<file path="config.mk">
export PLATFORM = sky130hd
export DESIGN_NAME = irq_presenter
export DESIGN_NICKNAME = d
export VERILOG_FILES = /design/src/rtl/prs_pkg.sv /design/src/rtl/prs_ipi_check.sv /design/src/rtl/prs_op_unit.sv /design/src/rtl/prs_arrival.sv /design/src/rtl/irq_presenter.sv
export SDC_FILE = /design/constraint.sdc
export NUM_CORES = 1
export LEC_CHECK = 0
export BUFFER_PORTS_ARGS = -buffer_cell sky130_fd_sc_hd__buf_2
export CAP_MARGIN = 20
export CORE_ASPECT_RATIO = 0.7
export CORE_MARGIN = 5
export CORE_UTILIZATION = 57
export CTS_CLUSTER_SIZE = 30
export DETAILED_ROUTE_END_ITERATION = 6
export GPL_ROUTABILITY_DRIVEN = 0
export PLACE_DENSITY = 0.91
export SETUP_SLACK_MARGIN = 0.02
export SLEW_MARGIN = 20
export SYNTH_ARGS = -nofsm -noshare
export SYNTH_HDL_FRONTEND = slang
export SYNTH_SLANG_ARGS = --single-unit
export TNS_END_PERCENT = 1
</file>
<file path="constraint.sdc">
create_clock -name clk -period 11 [get_ports clk]
set_input_delay 1.1 -clock clk [delete_from_list [all_inputs] [get_ports clk]]
set_output_delay 1.1 -clock clk [all_outputs]
set_load 0.05 [all_outputs]
</file>
<file path="src/rtl/prs_pkg.sv">
package prs_pkg;
  typedef enum logic [2:0] {
    OP_NONE   = 3'd0,
    OP_CPPR   = 3'd1,
    OP_MFRR   = 3'd2,
    OP_ACCEPT = 3'd3,
    OP_EOI    = 3'd4,
    OP_POLL   = 3'd5
  } prs_op_e;

  localparam int unsigned REJ_LANES = 2;
  localparam int unsigned LANE_OP   = 0;
  localparam int unsigned LANE_SRC  = 1;
endpackage

</file>
<file path="src/rtl/prs_ipi_check.sv">
module prs_ipi_check #(
  parameter int unsigned NUM_W   = 24,
  parameter int unsigned PRIO_W  = 8,
  parameter int unsigned IPI_NUM = 2
) (
  input  logic [NUM_W-1:0]  xisr_i,
  input  logic [PRIO_W-1:0] pprio_i,
  input  logic [PRIO_W-1:0] mfrr_i,
  output logic [NUM_W-1:0]  xisr_o,
  output logic [PRIO_W-1:0] pprio_o,
  output logic              rej_o,
  output logic [NUM_W-1:0]  rej_num_o
);
  localparam logic [NUM_W-1:0] IPI = NUM_W'(IPI_NUM);

  logic busy;
  logic keep;

  assign busy = (xisr_i != '0);
  // The pending interrupt holds its place if it is at least as favoured.
  assign keep = busy && (pprio_i <= mfrr_i);

  always_comb begin
    xisr_o    = xisr_i;
    pprio_o   = pprio_i;
    rej_o     = 1'b0;
    rej_num_o = xisr_i;
    if (!keep) begin
      xisr_o  = IPI;
      pprio_o = mfrr_i;
      rej_o   = busy && (xisr_i != IPI);
    end
  end
endmodule

</file>
<file path="src/rtl/prs_op_unit.sv">
module prs_op_unit
  import prs_pkg::*;
#(
  parameter int unsigned NUM_W   = 24,
  parameter int unsigned PRIO_W  = 8,
  parameter int unsigned IPI_NUM = 2,
  localparam int unsigned XIRR_W = NUM_W + PRIO_W
) (
  input  logic [PRIO_W-1:0] cppr_i,
  input  logic [NUM_W-1:0]  xisr_i,
  input  logic [PRIO_W-1:0] pprio_i,
  input  logic [PRIO_W-1:0] mfrr_i,
  input  logic              op_valid,
  input  logic [2:0]        op_code,
  input  logic [XIRR_W-1:0] op_data,
  output logic [PRIO_W-1:0] cppr_o,
  output logic [NUM_W-1:0]  xisr_o,
  output logic [PRIO_W-1:0] pprio_o,
  output logic [PRIO_W-1:0] mfrr_o,
  output logic              rej_o,
  output logic [NUM_W-1:0]  rej_num_o,
  output logic              eoi_o,
  output logic [NUM_W-1:0]  eoi_num_o,
  output logic              resend_o,
  output logic              rsp_o,
  output logic [XIRR_W-1:0] rsp_xirr_o,
  output logic [PRIO_W-1:0] rsp_mfrr_o
);
  localparam logic [NUM_W-1:0] IPI = NUM_W'(IPI_NUM);

  logic [PRIO_W-1:0] cppr_m, pprio_m, mfrr_m;
  logic [NUM_W-1:0]  xisr_m;
  logic              rej_m;
  logic              resend_m;
  logic              mfrr_wr;
  logic              do_ipi;
  logic [NUM_W-1:0]  ipi_xisr;
  logic [PRIO_W-1:0] ipi_pprio;
  logic              ipi_rej;
  logic [NUM_W-1:0]  ipi_rej_num;
  logic [PRIO_W-1:0] new_prio;

  assign new_prio = op_data[PRIO_W-1:0];

  // First stage: the direct effect of the operation on the state.
  always_comb begin
    cppr_m   = cppr_i;
    xisr_m   = xisr_i;
    pprio_m  = pprio_i;
    mfrr_m   = mfrr_i;
    rej_m    = 1'b0;
    resend_m = 1'b0;
    mfrr_wr  = 1'b0;
    eoi_o    = 1'b0;
    rsp_o    = 1'b0;
    if (op_valid) begin
      case (op_code)
        OP_CPPR: begin
          cppr_m = new_prio;
          if (new_prio < cppr_i) begin
            if ((xisr_i != '0) && (pprio_i >= new_prio)) begin
              xisr_m  = '0;
              pprio_m = '1;
              rej_m   = (xisr_i != IPI);
            end
          end else if (xisr_i == '0) begin
            resend_m = 1'b1;
          end
        end
        OP_MFRR: begin
          mfrr_m  = new_prio;
          mfrr_wr = 1'b1;
        end
        OP_ACCEPT: begin
          rsp_o   = 1'b1;
          cppr_m  = pprio_i;
          xisr_m  = '0;
          pprio_m = '1;
        end
        OP_EOI: begin
          cppr_m = op_data[XIRR_W-1:NUM_W];
          eoi_o  = 1'b1;
          if (xisr_i == '0) resend_m = 1'b1;
        end
        OP_POLL: rsp_o = 1'b1;
        default: ;
      endcase
    end
  end

  // Second stage: IPI contest after a write of the IPI priority or a resend.
  assign do_ipi = (mfrr_wr || resend_m) && (mfrr_m < cppr_m);

  prs_ipi_check #(
    .NUM_W  (NUM_W),
    .PRIO_W (PRIO_W),
    .IPI_NUM(IPI_NUM)
  ) u_ipi (
    .xisr_i   (xisr_m),
    .pprio_i  (pprio_m),
    .mfrr_i   (mfrr_m),
    .xisr_o   (ipi_xisr),
    .pprio_o  (ipi_pprio),
    .rej_o    (ipi_rej),
    .rej_num_o(ipi_rej_num)
  );

  always_comb begin
    cppr_o    = cppr_m;
    mfrr_o    = mfrr_m;
    xisr_o    = do_ipi ? ipi_xisr  : xisr_m;
    pprio_o   = do_ipi ? ipi_pprio : pprio_m;
    rej_o     = rej_m || (do_ipi && ipi_rej);
    rej_num_o = (do_ipi && ipi_rej) ? ipi_rej_num : xisr_i;
  end

  assign eoi_num_o  = op_data[NUM_W-1:0];
  assign resend_o   = resend_m;
  assign rsp_xirr_o = {cppr_i, xisr_i};
  assign rsp_mfrr_o = mfrr_i;
endmodule

</file>
<file path="src/rtl/prs_arrival.sv">
module prs_arrival #(
  parameter int unsigned NUM_W   = 24,
  parameter int unsigned PRIO_W  = 8,
  parameter int unsigned IPI_NUM = 2
) (
  input  logic [PRIO_W-1:0] cppr_i,
  input  logic [NUM_W-1:0]  xisr_i,
  input  logic [PRIO_W-1:0] pprio_i,
  input  logic              src_valid,
  input  logic [NUM_W-1:0]  src_num,
  input  logic [PRIO_W-1:0] src_prio,
  output logic [NUM_W-1:0]  xisr_o,
  output logic [PRIO_W-1:0] pprio_o,
  output logic              rej_o,
  output logic [NUM_W-1:0]  rej_num_o
);
  localparam logic [NUM_W-1:0] IPI = NUM_W'(IPI_NUM);

  logic busy;
  logic lose;

  assign busy = (xisr_i != '0);
  assign lose = (src_prio >= cppr_i) || (busy && (pprio_i <= src_prio));

  always_comb begin
    xisr_o    = xisr_i;
    pprio_o   = pprio_i;
    rej_o     = 1'b0;
    rej_num_o = src_num;
    if (src_valid) begin
      if (lose) begin
        rej_o = 1'b1;
      end else begin
        rej_o     = busy && (xisr_i != IPI);
        rej_num_o = xisr_i;
        xisr_o    = src_num;
        pprio_o   = src_prio;
      end
    end
  end
endmodule

</file>
<file path="src/rtl/irq_presenter.sv">
module irq_presenter
  import prs_pkg::*;
#(
  parameter int unsigned NUM_W   = 24,
  parameter int unsigned PRIO_W  = 8,
  parameter int unsigned IPI_NUM = 2,
  localparam int unsigned XIRR_W = NUM_W + PRIO_W
) (
  input  logic                       clk,
  input  logic                       rst,
  input  logic                       src_valid,
  input  logic [NUM_W-1:0]           src_num,
  input  logic [PRIO_W-1:0]          src_prio,
  input  logic                       op_valid,
  input  logic [2:0]                 op_code,
  input  logic [XIRR_W-1:0]          op_data,
  output logic                       irq_out,
  output logic [REJ_LANES-1:0]       rej_valid,
  output logic [REJ_LANES*NUM_W-1:0] rej_num,
  output logic                       eoi_valid,
  output logic [NUM_W-1:0]           eoi_num,
  output logic                       resend_req,
  output logic                       rsp_valid,
  output logic [XIRR_W-1:0]          rsp_xirr,
  output logic [PRIO_W-1:0]          rsp_mfrr
);
  logic [PRIO_W-1:0] cppr_q, pprio_q, mfrr_q;
  logic [NUM_W-1:0]  xisr_q;

  logic [PRIO_W-1:0] cppr_op, pprio_op, mfrr_op;
  logic [NUM_W-1:0]  xisr_op;
  logic [PRIO_W-1:0] pprio_n;
  logic [NUM_W-1:0]  xisr_n;
  logic              eoi_n, resend_n, rsp_n;
  logic [NUM_W-1:0]  eoi_num_n;
  logic [XIRR_W-1:0] rsp_xirr_n;
  logic [PRIO_W-1:0] rsp_mfrr_n;
  logic [REJ_LANES-1:0] lane_v;
  logic [NUM_W-1:0]     lane_num [REJ_LANES];

  prs_op_unit #(
    .NUM_W  (NUM_W),
    .PRIO_W (PRIO_W),
    .IPI_NUM(IPI_NUM)
  ) u_op (
    .cppr_i    (cppr_q),
    .xisr_i    (xisr_q),
    .pprio_i   (pprio_q),
    .mfrr_i    (mfrr_q),
    .op_valid  (op_valid),
    .op_code   (op_code),
    .op_data   (op_data),
    .cppr_o    (cppr_op),
    .xisr_o    (xisr_op),
    .pprio_o   (pprio_op),
    .mfrr_o    (mfrr_op),
    .rej_o     (lane_v[LANE_OP]),
    .rej_num_o (lane_num[LANE_OP]),
    .eoi_o     (eoi_n),
    .eoi_num_o (eoi_num_n),
    .resend_o  (resend_n),
    .rsp_o     (rsp_n),
    .rsp_xirr_o(rsp_xirr_n),
    .rsp_mfrr_o(rsp_mfrr_n)
  );

  // The offer is judged against the state the operation leaves behind.
  prs_arrival #(
    .NUM_W  (NUM_W),
    .PRIO_W (PRIO_W),
    .IPI_NUM(IPI_NUM)
  ) u_arr (
    .cppr_i   (cppr_op),
    .xisr_i   (xisr_op),
    .pprio_i  (pprio_op),
    .src_valid(src_valid),
    .src_num  (src_num),
    .src_prio (src_prio),
    .xisr_o   (xisr_n),
    .pprio_o  (pprio_n),
    .rej_o    (lane_v[LANE_SRC]),
    .rej_num_o(lane_num[LANE_SRC])
  );

  always_ff @(posedge clk) begin
    if (rst) begin
      cppr_q     <= '0;
      mfrr_q     <= '1;
      xisr_q     <= '0;
      pprio_q    <= '1;
      irq_out    <= 1'b0;
      eoi_valid  <= 1'b0;
      eoi_num    <= '0;
      resend_req <= 1'b0;
      rsp_valid  <= 1'b0;
      rsp_xirr   <= '0;
      rsp_mfrr   <= '0;
    end else begin
      cppr_q     <= cppr_op;
      mfrr_q     <= mfrr_op;
      xisr_q     <= xisr_n;
      pprio_q    <= pprio_n;
      irq_out    <= (xisr_n != '0);
      eoi_valid  <= eoi_n;
      eoi_num    <= eoi_n ? eoi_num_n : '0;
      resend_req <= resend_n;
      rsp_valid  <= rsp_n;
      rsp_xirr   <= rsp_n ? rsp_xirr_n : '0;
      rsp_mfrr   <= rsp_n ? rsp_mfrr_n : '0;
    end
  end

  for (genvar g = 0; g < REJ_LANES; g++) begin : g_lane
    logic             v_q;
    logic [NUM_W-1:0] n_q;
    always_ff @(posedge clk) begin
      if (rst) begin
        v_q <= 1'b0;
        n_q <= '0;
      end else begin
        v_q <= lane_v[g];
        n_q <= lane_v[g] ? lane_num[g] : '0;
      end
    end
    assign rej_valid[g]             = v_q;
    assign rej_num[g*NUM_W +: NUM_W] = n_q;
  end

  assert property (@(posedge clk) disable iff (rst)
    (!op_valid && src_valid && (src_prio >= cppr_q))
      |=> (rej_valid[LANE_SRC] && (rej_num[LANE_SRC*NUM_W +: NUM_W] == $past(src_num))))
    else $error("assert_offer_lose_R2");

  assert property (@(posedge clk) disable iff (rst)
    (!op_valid && src_valid && (src_prio < cppr_q) && (xisr_q == '0))
      |=> (irq_out && !rej_valid[LANE_SRC]))
    else $error("assert_offer_win_R3");

  assert property (@(posedge clk) disable iff (rst)
    (op_valid && (op_code == OP_MFRR)) |=> (mfrr_q == $past(op_data[PRIO_W-1:0])))
    else $error("assert_mfrr_store_R4");

  assert property (@(posedge clk) disable iff (rst)
    (xisr_q == '0) |-> (pprio_q == '1))
    else $error("assert_idle_prio_R5");

  assert property (@(posedge clk) disable iff (rst)
    (op_valid && (op_code == OP_ACCEPT) && !src_valid)
      |=> (!irq_out && (cppr_q == $past(pprio_q))))
    else $error("assert_accept_R7");

  assert property (@(posedge clk) disable iff (rst)
    (op_valid && (op_code == OP_EOI)) |=> (eoi_valid && (eoi_num == $past(op_data[NUM_W-1:0]))))
    else $error("assert_eoi_R8");

  assert property (@(posedge clk) disable iff (rst)
    (op_valid && (op_code == OP_POLL) && !src_valid)
      |=> (rsp_valid && $stable(xisr_q) && $stable(cppr_q) && $stable(mfrr_q)))
    else $error("assert_poll_R9");
endmodule

</file>
==> results of run 1 <==
## through the flow
stage,area (sq um),setup slack [ns]
finish,8850,2.72
global route,8850,2.29
CTS,8820,2.97
detailed placement,8200,2.66
global placement,8200,2.94
floorplan,7210,4.57
## cells in the final DEF (no fill, tap or decap), types with 5 or more instances in the layout
| cell type | count |
|---|---|
| a21oi_1 | 53 |
| a22oi_1 | 9 |
| a31oi_1 | 24 |
| a32o_1 | 23 |
| and2_1 | 74 |
| buf_2 | 188 |
| buf_4 | 7 |
| clkbuf_16 | 17 |
| dfxtp_1 | 166 |
| ha_1 | 46 |
| inv_1 | 38 |
| mux2i_1 | 8 |
| nand2_1 | 23 |
| nand2b_1 | 12 |
| nand3_1 | 29 |
| nand4_1 | 6 |
| nor2_1 | 55 |
| nor2b_1 | 5 |
| nor3_1 | 7 |
| nor4_1 | 27 |
| o211ai_1 | 36 |
| o21ai_0 | 31 |
| o311ai_1 | 7 |
## final cells by class
cell class	instances	share of cell area
inverters	38	0.0161
flip-flops and latches	166	0.375
diodes	1	0.000283
well taps	162	0.0229
repair buffers	197	0.115
clock inverters	13	0.0209
clock buffers	18	0.0496
multi-input cells	522	0.400
## worst paths after layout
path,from,endpoint,slack (ns),cells after the start
setup / recovery,op_data[1],pprio_q[3],2.72,28
hold / removal,mfrr_q[1],rsp_mfrr[1],0.47,1
setup reg to reg,xisr_q[0],pprio_q[3],3.05,25
hold reg to reg,mfrr_q[1],rsp_mfrr[1],0.47,1
## registers in the layout, indices dropped and copies added (netlist names)
| signal | count |
|---|---|
| pprio_q | 8 |
| rsp_mfrr | 8 |
| cppr_q | 8 |
| irq_out | 1 |
| rsp_xirr | 32 |
| resend_req | 1 |
| eoi_num | 24 |
| g_lane.v_q | 2 |
| rsp_valid | 1 |
| eoi_valid | 1 |
| mfrr_q | 8 |
| xisr_q | 24 |
| g_lane.n_q | 48 |
## power groups by stage
stage	combinational (W)	sequential, W	clock [W]
global route	0.000344	0.000649	0.000660
floorplan	0.000185	0.000688	0
global placement	0.000291	0.000659	0
finish	0.000319	0.000648	0.000632
CTS	0.000307	0.000646	0.000636
detailed placement	0.000302	0.000660	0
## per-layer routing
layer	GRT usage	vias up	share of wire
met1	0.386	3158	0.40
met4	0.108	0	0.039
met3	0.109	101	0.14
li1	-	3160	-
met5	0	-	0
met2	0.404	530	0.42
## kinds of logic (layout without fill, tap and decap cells)
| kind of cell | count (synthesis) | in the layout | share of synthesized area |
|---|---|---|---|
| DFF | 166 | 166 | 0.461 |
| adders and majority gates | 46 | 46 | 0.0799 |
| and+or+nand+nor | 250 | 250 | 0.186 |
| AOI/OAI and AO/OA | 216 | 216 | 0.203 |
| muxes | 9 | 9 | 0.0127 |
| buffers and inverters | 97 | 266 | 0.0568 |
| xor gates and xnor gates | 1 | 1 | 0.00122 |
| other | 0 | 1 | 0 |
## worst max-delay path, stage by stage
cell and delay (ns):
buf_2 0.16, inv_1 0.09, ha_1 0.20, or4_1 0.53, a21oi_1 0.15, o31ai_1 0.14
a31oi_2 0.87, or2_0 0.48, nand2b_1 0.16, ha_1 0.32, nor2b_1 0.13, o211ai_1 0.09
a21oi_1 0.14, o22ai_1 0.11, o21ai_2 0.42, nand3_2 0.46, nor2_1 0.25, nor2_1 0.08
ha_1 0.29, nor2b_1 0.13, o21ai_0 0.19, a21oi_1 0.11, o21bai_1 0.24, a211oi_4 0.09
buf_4 0.29, nand2_1 0.62, nand2_1 0.37, o311ai_1 0.36
==> metrics.txt, run 1 <==
status=finished, final reports clean; final slew viol count=0; Initial Util=0.580; post-route insts no fill=~1100; worst slew pin tran=1.07 ns; Clock power frac=0.395; Sw Share=0.317; nets=1059; share of cells above drive strength 1=0.252; port bufs=188; cts hold-fix bufs=0; Worst Path Arrival=8.61 ns; vias in the first global route=6677; antenna violations before repair=1; pin count of the biggest net entering global routing=55; Psw=0.000508 W; cell-internal power=0.00109 W; area leader, netlist=dfxtp_1; most frequent cells after synthesis=dfxtp_1 (166), and2_1 (74), nor2_1 (55), a21oi_1 (53), ha_1 (46); RSZ-0062 raised after global routing=false; CP endpoint kind=flop; # rows=34; CP startpoint kind=primary input; sequential share of the synthesized area=0.461; post-route ant nets=0; yosys warns=0; total core area=0.0124 sq mm; syn_area_per_cell=9.18 sq um; CTS tree=built; later-pin clock latency in the skew report=0.43 ns; first-pass GRT wire length=34300 microns; top cell type's share of synthesized area=0.461; H-tree depth=4; CP Class=primary input to flop; post-cts sizing count=0; wire per inst=19.4 microns; cell count after synthesis=785; Hold WS=0.469 ns; Clk pin slew, worst setup/hold paths=0.07 ns; min-delay worst type=flop to flop; initial drt markers=1044; via count=slightly below 7000; # clock sinks=166; Logic pwr share=0.199; clock skew=about 0.0098 ns; DRC violation count after routing=0; max cap viols=0; area of the multi-input gates=0.00354 sq mm; FFs w/ async S/R, synth=0; PD cells=roughly 180 mW/mm^2; Max Clk Rate=121 MHz; Power Total=approximately 0.0016 W; die height=104 microns; dpl hpwl=about 15000 microns; via/cell ratio=6.22; Period minus WS final=8.28 ns; aggregate global routing overflow=0; Req. time, crit path=11.32 ns; FF+latch count, synth=166; Root Driver=clkbuf_16; sequential power share=0.405; P&R area growth vs syn=22.8%; maximum VDD drop=137 uV; Worst Path Max Fanout=36; Global Route Usage Sum=0.283; CTS buffer count=17; 1st-pass router iterations=6; EDFF count, synth=0; register area=between 0.003 and 0.004 sq mm; final core utilization=0.713; most area-consuming cells after synthesis=dfxtp_1 (46%), ha_1 (8.0%), and2_1 (6.4%), o211ai_1 (3.8%), a21oi_1 (3.7%); synth unique cells=51; full die area=between 0.015 and 0.02 sq mm; Post-Syn Area=about 0.0072 sq mm; Syn Nets=902; Final setup viols=0; Hold Fails Final Rpt=0; most common cell in the netlist=dfxtp_1; Final Cycle Share=0.753; Ports=~190; setup TNS=0 ns; Inst Count DP=1083; postcts setup bufs=0; Leak=3.92 nW; final wirelength=21700 microns; fillers=between 900 and 1000; Max transition margin=0.289; DIE WIDTH=144 microns; CTS max path bufs=2; Synth Flop Type=dfxtp_1
No activity file was read; power rests on OpenSTA's default activity.
==> run 2: changes to the inputs <==
--- a/config.mk
+++ b/config.mk
@@ -5,15 +5,16 @@
 export SDC_FILE = /design/constraint.sdc
 export NUM_CORES = 1
 export LEC_CHECK = 0
+export ABC_AREA = 1
 export BUFFER_PORTS_ARGS = -buffer_cell sky130_fd_sc_hd__buf_2
 export CAP_MARGIN = 20
 export CORE_ASPECT_RATIO = 0.7
 export CORE_MARGIN = 5
-export CORE_UTILIZATION = 57
+export CORE_UTILIZATION = 48
 export CTS_CLUSTER_SIZE = 30
 export DETAILED_ROUTE_END_ITERATION = 6
 export GPL_ROUTABILITY_DRIVEN = 0
-export PLACE_DENSITY = 0.91
+export PLACE_DENSITY = 0.82
 export SETUP_SLACK_MARGIN = 0.02
 export SLEW_MARGIN = 20
 export SYNTH_ARGS = -nofsm -noshare
==> constraint.sdc (replaced) <==
create_clock -name clk -period 7.2 [get_ports clk]
set_input_delay 0.72 -clock clk [delete_from_list [all_inputs] [get_ports clk]]
set_output_delay 0.72 -clock clk [all_outputs]
set_load 0.05 [all_outputs]
==> run 2 against run 1 <==
Net effect: register-to-register slack got worse by 1.7 ns; synthesized area is 0.35% higher; clock-buffer cell count rose by 2.
==> metrics.txt, run 2 <==
# rows=37; CTS max path bufs=2; top cell type's share of synthesized area=0.460; RSZ-0062 raised after global routing=false; area leader, netlist=dfxtp_1; pin count of the biggest net entering global routing=46; hold depth=2; Leak=4.70 nW; endpoint of the worst hold path=rsp_mfrr[0]; most common cell in the netlist=nand2_1; crit-path max cell delay=between 0.5 and 0.6 ns; dpl hpwl=around 16000 microns; most area-consuming cells after synthesis=dfxtp_1 (46%), nand2_1 (11%), nor2_1 (9.0%), ha_1 (8.0%), inv_1 (6.9%); Clk pin slew, worst setup/hold paths=about 0.070 ns; min-delay worst type=flop to flop; final wirelength=20500 microns; cts hold-fix bufs=0; CTS buffer count=17; wire per inst=15.1 microns; Root Driver=clkbuf_16; EDFF count, synth=0; via count=6792; worst reg2reg path depth=37; most frequent cells in the layout=nand2_1 (204), buf_2 (188), nor2_1 (174); biggest regs=g_lane.n_q (48), rsp_xirr (32); Hold Fails Final Rpt=0; R2R Setup Slk=1.32 ns; Worst Path Arrival=~6.4 ns; CTS tree=built; Max Clk Rate=166 MHz; fillers=1307; commonest non-fill, non-tap cell in the layout=nand2_1; setup TNS=0 ns; Final setup viols=0; Synth Flop Type=dfxtp_1; most used cell, CP=nand2_1; initial drt markers=818; sequential share of the synthesized area=0.460; PD cells=271 mW/mm^2; syn_area_per_cell=about 7.4 sq um; full die area=0.0177 sq mm; CP endpoint kind=flop; post-route ant nets=0; nets=about 1300; # clock sinks=~170; final slew viol count=0; Global Route Usage Sum=0.230; H-tree depth=4; Inst Count DP=1323; port bufs=approximately 190; postcts setup bufs=0; total core area=about 0.015 sq mm; largest reg by FF count=g_lane.n_q; antenna violations before repair=0; clock skew=~0.0098 ns; Worst Path Max Fanout=43; vias in the first global route=6249; DRC violation count after routing=0; worst setup margin=around 1.2 ns; status=finished, final reports clean; Period minus WS final=6.02 ns; cell count after synthesis=972; synth unique cells=40; via/cell ratio=around 5; Hold Startpoint=mfrr_q[0]; most frequent cells after synthesis=nand2_1 (204), nor2_1 (174), dfxtp_1 (166), inv_1 (133), a21oi_1 (56); Post-Syn Area=0.00723 sq mm; worst slew pin tran=0.736 ns; Final Cycle Share=0.836; post-route insts no fill=1355; Max transition margin=0.509; first-pass GRT wire length=32400 microns; max FFs per register=48; later-pin clock latency in the skew report=between 0.4 and 0.5 ns; 1st-pass router iterations=5; share of cells above drive strength 1=0.218; crit path max-delay cell type=o21ai_0; Syn Nets=1089; Setup WS pre-CTS=1.01 ns; Initial Util=0.491; Inserted Diodes=0; CP startpoint kind=primary input; die height=between 100 and 150 microns; DIE WIDTH=approximately 160 microns; aggregate global routing overflow=0; Ports=189; FF+latch count, synth=166; maximum VDD drop=201 uV; CP Class=primary input to flop; yosys warns=0; FFs w/ async S/R, synth=0; P&R area growth vs syn=22.0%; reg2reg start=pprio_q[0]; Reg-to-Reg End=irq_out; Req. time, crit path=7.55 ns; max cap viols=0; post-cts sizing count=0
==> run 2: worst max path at each step <==
| stage | from | endpoint | slack, ns | cells past startpoint |
|---|---|---|---|---|
| 6_report | op_code[1] | irq_out | 1.18 | 31 |
| 5_1_grt | op_data[1] | irq_out | 0.62 | 38 |
| 4_1_cts | op_data[1] | irq_out | 1.36 | 38 |
| 3_5_place_dp | op_data[1] | irq_out | 1.01 | 38 |
| 3_3_place_gp | op_code[0] | irq_out | 1.18 | 31 |
| 2_1_floorplan | op_data[3] | irq_out | 1.80 | 43 |
==> run 2: worst max-delay path, delay by kind of cell <==
family                     cells  cell delay, ns
and+or+nand+nor               15            1.81
buffers and inverters          5            0.78
adders and majority gates      2            0.65
AOI/OAI and AO/OA              9            2.38
==> run 2: area by class of cell <==
class / instances / area [sq um] / share of cell area
clock buffers: 20 / 447 / 0.0506
multi-input cells: 621 / 3140 / 0.356
flip-flops and latches: 166 / 3320 / 0.377
inverters: 143 / 537 / 0.0608
clock inverters: 12 / 119 / 0.0135
repair buffers: 198 / 1020 / 0.115
well taps: 195 / 244 / 0.0276
==> run 2: cells by family after synthesis <==
| kind of cell | Yosys count | share of synthesized area |
|---|---|---|
| AOI/OAI and AO/OA | 131 | 0.103 |
| buffers and inverters | 185 | 0.106 |
| and+or+nand+nor | 444 | 0.252 |
| DFF | 166 | 0.460 |
| adders and majority gates | 46 | 0.0796 |
==> run 2: per-layer routing <==
layer  GRT usage  vias up  routed length, microns
met5           0        -                       0
met4      0.0509        0                     268
met3      0.0589       33                    2350
met2       0.321      361                    8250
met1       0.354     3009                    9620
li1            -     3389                       -
==> run 2: per-stage QoR <==
stage	utilization	hold WS [ns]	area, sq um	total power (W)
3_5_place_dp	0.561	0.438	8260	0.00151
6_report	0.600	0.444	8830	0.00239
4_1_cts	0.600	0.447	8830	0.00238
5_1_grt	0.600	0.464	8830	0.00250
3_3_place_gp	0.561	0.425	8260	0.00150
2_1_floorplan	-	0.416	7230	0.00139
==> run 2: where the power goes <==
part | internal [W] | total [W] | switching (W)
Combinational | 0.000163 | 0.000523 | 0.000360
Sequential | 0.000961 | 0.000987 | 0.0000254
Clock | 0.000490 | 0.000879 | 0.000389
==> run 3: changes to the inputs <==
--- a/config.mk
+++ b/config.mk
@@ -10,11 +10,11 @@
 export CAP_MARGIN = 20
 export CORE_ASPECT_RATIO = 0.7
 export CORE_MARGIN = 5
-export CORE_UTILIZATION = 48
+export CORE_UTILIZATION = 53
 export CTS_CLUSTER_SIZE = 30
 export DETAILED_ROUTE_END_ITERATION = 6
 export GPL_ROUTABILITY_DRIVEN = 0
-export PLACE_DENSITY = 0.82
+export PLACE_DENSITY = 0.86
 export SETUP_SLACK_MARGIN = 0.02
 export SLEW_MARGIN = 20
 export SYNTH_ARGS = -nofsm -noshare
==> constraint.sdc (replaced) <==
create_clock -name clk -period 5.9 [get_ports clk]
set_input_delay 0.59 -clock clk [delete_from_list [all_inputs] [get_ports clk]]
set_output_delay 0.59 -clock clk [all_outputs]
set_load 0.05 [all_outputs]
==> run 3 against run 2 <==
Net effect: combinational power grew 28%; first-iteration DRC count shrank 5.6%; flip-flop and latch count is the same; via count grew 3.6%; cell count grew 0.37%; critical path depth grew 7; largest power group unchanged.
==> metrics.txt, run 3 (synthesized netlist as in run 2, its figures left out) <==
Reg-to-Reg End=irq_out; worst setup margin=0.497 ns; vias in the first global route=around 6300; Max Clk Rate=185 MHz; maximum VDD drop=221 uV; CP Capture Point=irq_out; total core area=roughly 0.013 sq mm; Worst Path Arrival=~5.7 ns; cts hold-fix bufs=0; Initial Util=0.545; Final setup viols=0; full die area=0.0161 sq mm; RSZ-0062 raised after global routing=false; CP startpoint kind=flop; commonest non-fill, non-tap cell in the layout=nand2_1; CP Class=flop to flop; DRC violation count after routing=0; CTS tree=built; DIE WIDTH=150 microns; reg2reg start=pprio_q[0]; min-delay worst type=primary input to flop; # rows=35; Global Route Usage Sum=0.250; Psw=0.000969 W; final wirelength=20600 microns; PD cells=~330 mW/mm^2; clock skew=0.0107 ns; initial drt markers=772; Final Cycle Share=0.916; Clk pin slew, worst setup/hold paths=0.07 ns; Leak=4.80 nW; post-route ant nets=0; largest reg by FF count=g_lane.n_q; max FFs per register=48; status=finished, final reports clean; H-tree depth=4; dpl hpwl=15500 microns; R2R Setup Slk=0.50 ns; crit-path max cell delay=about 0.38 ns; most used cell, CP=nand2_1; nets=1279; crit path max-delay cell type=dfxtp_1; 1st-pass router iterations=6; final slew viol count=0; later-pin clock latency in the skew report=0.43 ns; Setup crit start=pprio_q[0]; Root Driver=clkbuf_16; wire per inst=between 15 and 20 microns; Inserted Diodes=0; first-pass GRT wire length=31800 microns; worst reg2reg path depth=38; via count=7038; sequential power share=0.410; CP endpoint kind=flop; Sw Share=0.330; port bufs=188; Period minus WS final=between 5 and 6 ns; register area=~0.0033 sq mm; CTS buffer count=17; fillers=1076; worst slew pin tran=just under 0.9 ns; Hold WS=0.367 ns; Clock power frac=0.362; Hold Fails Final Rpt=0; Worst Path Max Fanout=17; aggregate global routing overflow=0; Req. time, crit path=6.17 ns; cell-internal power=roughly 0.0020 W; most frequent cells in the layout=nand2_1 (204), buf_2 (188), nor2_1 (174); antenna violations before repair=0; Setup WS pre-CTS=-0.0772 ns; # clock sinks=166; max cap viols=0; die height=108 microns; CTS max path bufs=2; Logic pwr share=0.228; Ports=189; biggest regs=g_lane.n_q (48), rsp_xirr (32); area of the multi-input gates=0.00316 sq mm; P&R area growth vs syn=23.6%; pin count of the biggest net entering global routing=46; via/cell ratio=5.18; Max transition margin=0.405; share of cells above drive strength 1=0.230
[run 3: changes by cell type in the layout (fill, tap and decap cells not counted), sizes merged]
cell	previous run	this run
buf	198	212
clkinvlp	6	0
clkinv	2	6
inv	146	149
bufinv	1	0
nand3	35	36
[run 3: metal layers]
layer,up-vias,part of all wire,GRT usage
li1,3427,-,-
met1,3141,0.46,0.379
met2,435,0.41,0.350
met3,35,0.12,0.0577
met4,0,0.015,0.0679
met5,-,0,0
[run 3: worst min path at each step]
stage / slack [ns] / endpoint / start / cells past startpoint
after floorplan: 0.42 / rsp_mfrr[0] / mfrr_q[0] / 2
after global placement: 0.43 / rsp_mfrr[3] / mfrr_q[3] / 2
after detailed placement: 0.43 / rsp_mfrr[4] / mfrr_q[4] / 2
after CTS: 0.36 / eoi_num[21] / op_data[21] / 3
after global routing: 0.38 / eoi_num[21] / op_data[21] / 3
final: 0.37 / eoi_num[22] / op_data[22] / 3
[run 3: worst max-delay path, delay by kind of cell, from the launching register on]
family,cells,cell delay [ns]
and+or+nand+nor,23,2.49
buffers and inverters,3,0.42
adders and majority gates,3,0.93
DFF,1,0.38
AOI/OAI and AO/OA,9,1.01
[run 3: cell type report]
type	count	area share
Tap cell	185	0.0259
Timing Repair Buffer	212	0.125
Clock buffer	20	0.0511
Inverter	143	0.0606
Multi-Input combinational cell	622	0.353
Sequential cell	166	0.372
Clock inverter	12	0.0123
[run 3: metrics by stage]
step | setup TNS, ns | instance area, sq um | power, W | std cells | utilization
6_report | 0 | 8940 | 0.00294 | 1360 | 0.674
3_5_place_dp | -0.0772 | 8320 | 0.00185 | 1322 | 0.627
3_3_place_gp | 0 | 8320 | 0.00183 | 1322 | 0.627
2_1_floorplan | 0 | 7230 | 0.00169 | 972 | -
4_1_cts | 0 | 8880 | 0.00290 | 1354 | 0.669
5_1_grt | 0 | 8940 | 0.00307 | 1360 | 0.674
[run 3: what timing repair did]
action | in CTS | in global routing
resized for setup | 0 | 5
buffers inserted | 0 | 5
setup endpoints to repair | 0 | 30
[run 3: power by group through the flow]
| stage | clock, W | sequential, W | combinational (W) |
|---|---|---|---|
| floorplan | 0 | 0.00129 | 0.000405 |
| detailed placement | 0 | 0.00123 | 0.000620 |
| global placement | 0 | 0.00123 | 0.000606 |
| CTS | 0.00107 | 0.00120 | 0.000630 |
| finish | 0.00106 | 0.00121 | 0.000670 |
| global route | 0.00112 | 0.00121 | 0.000740 |
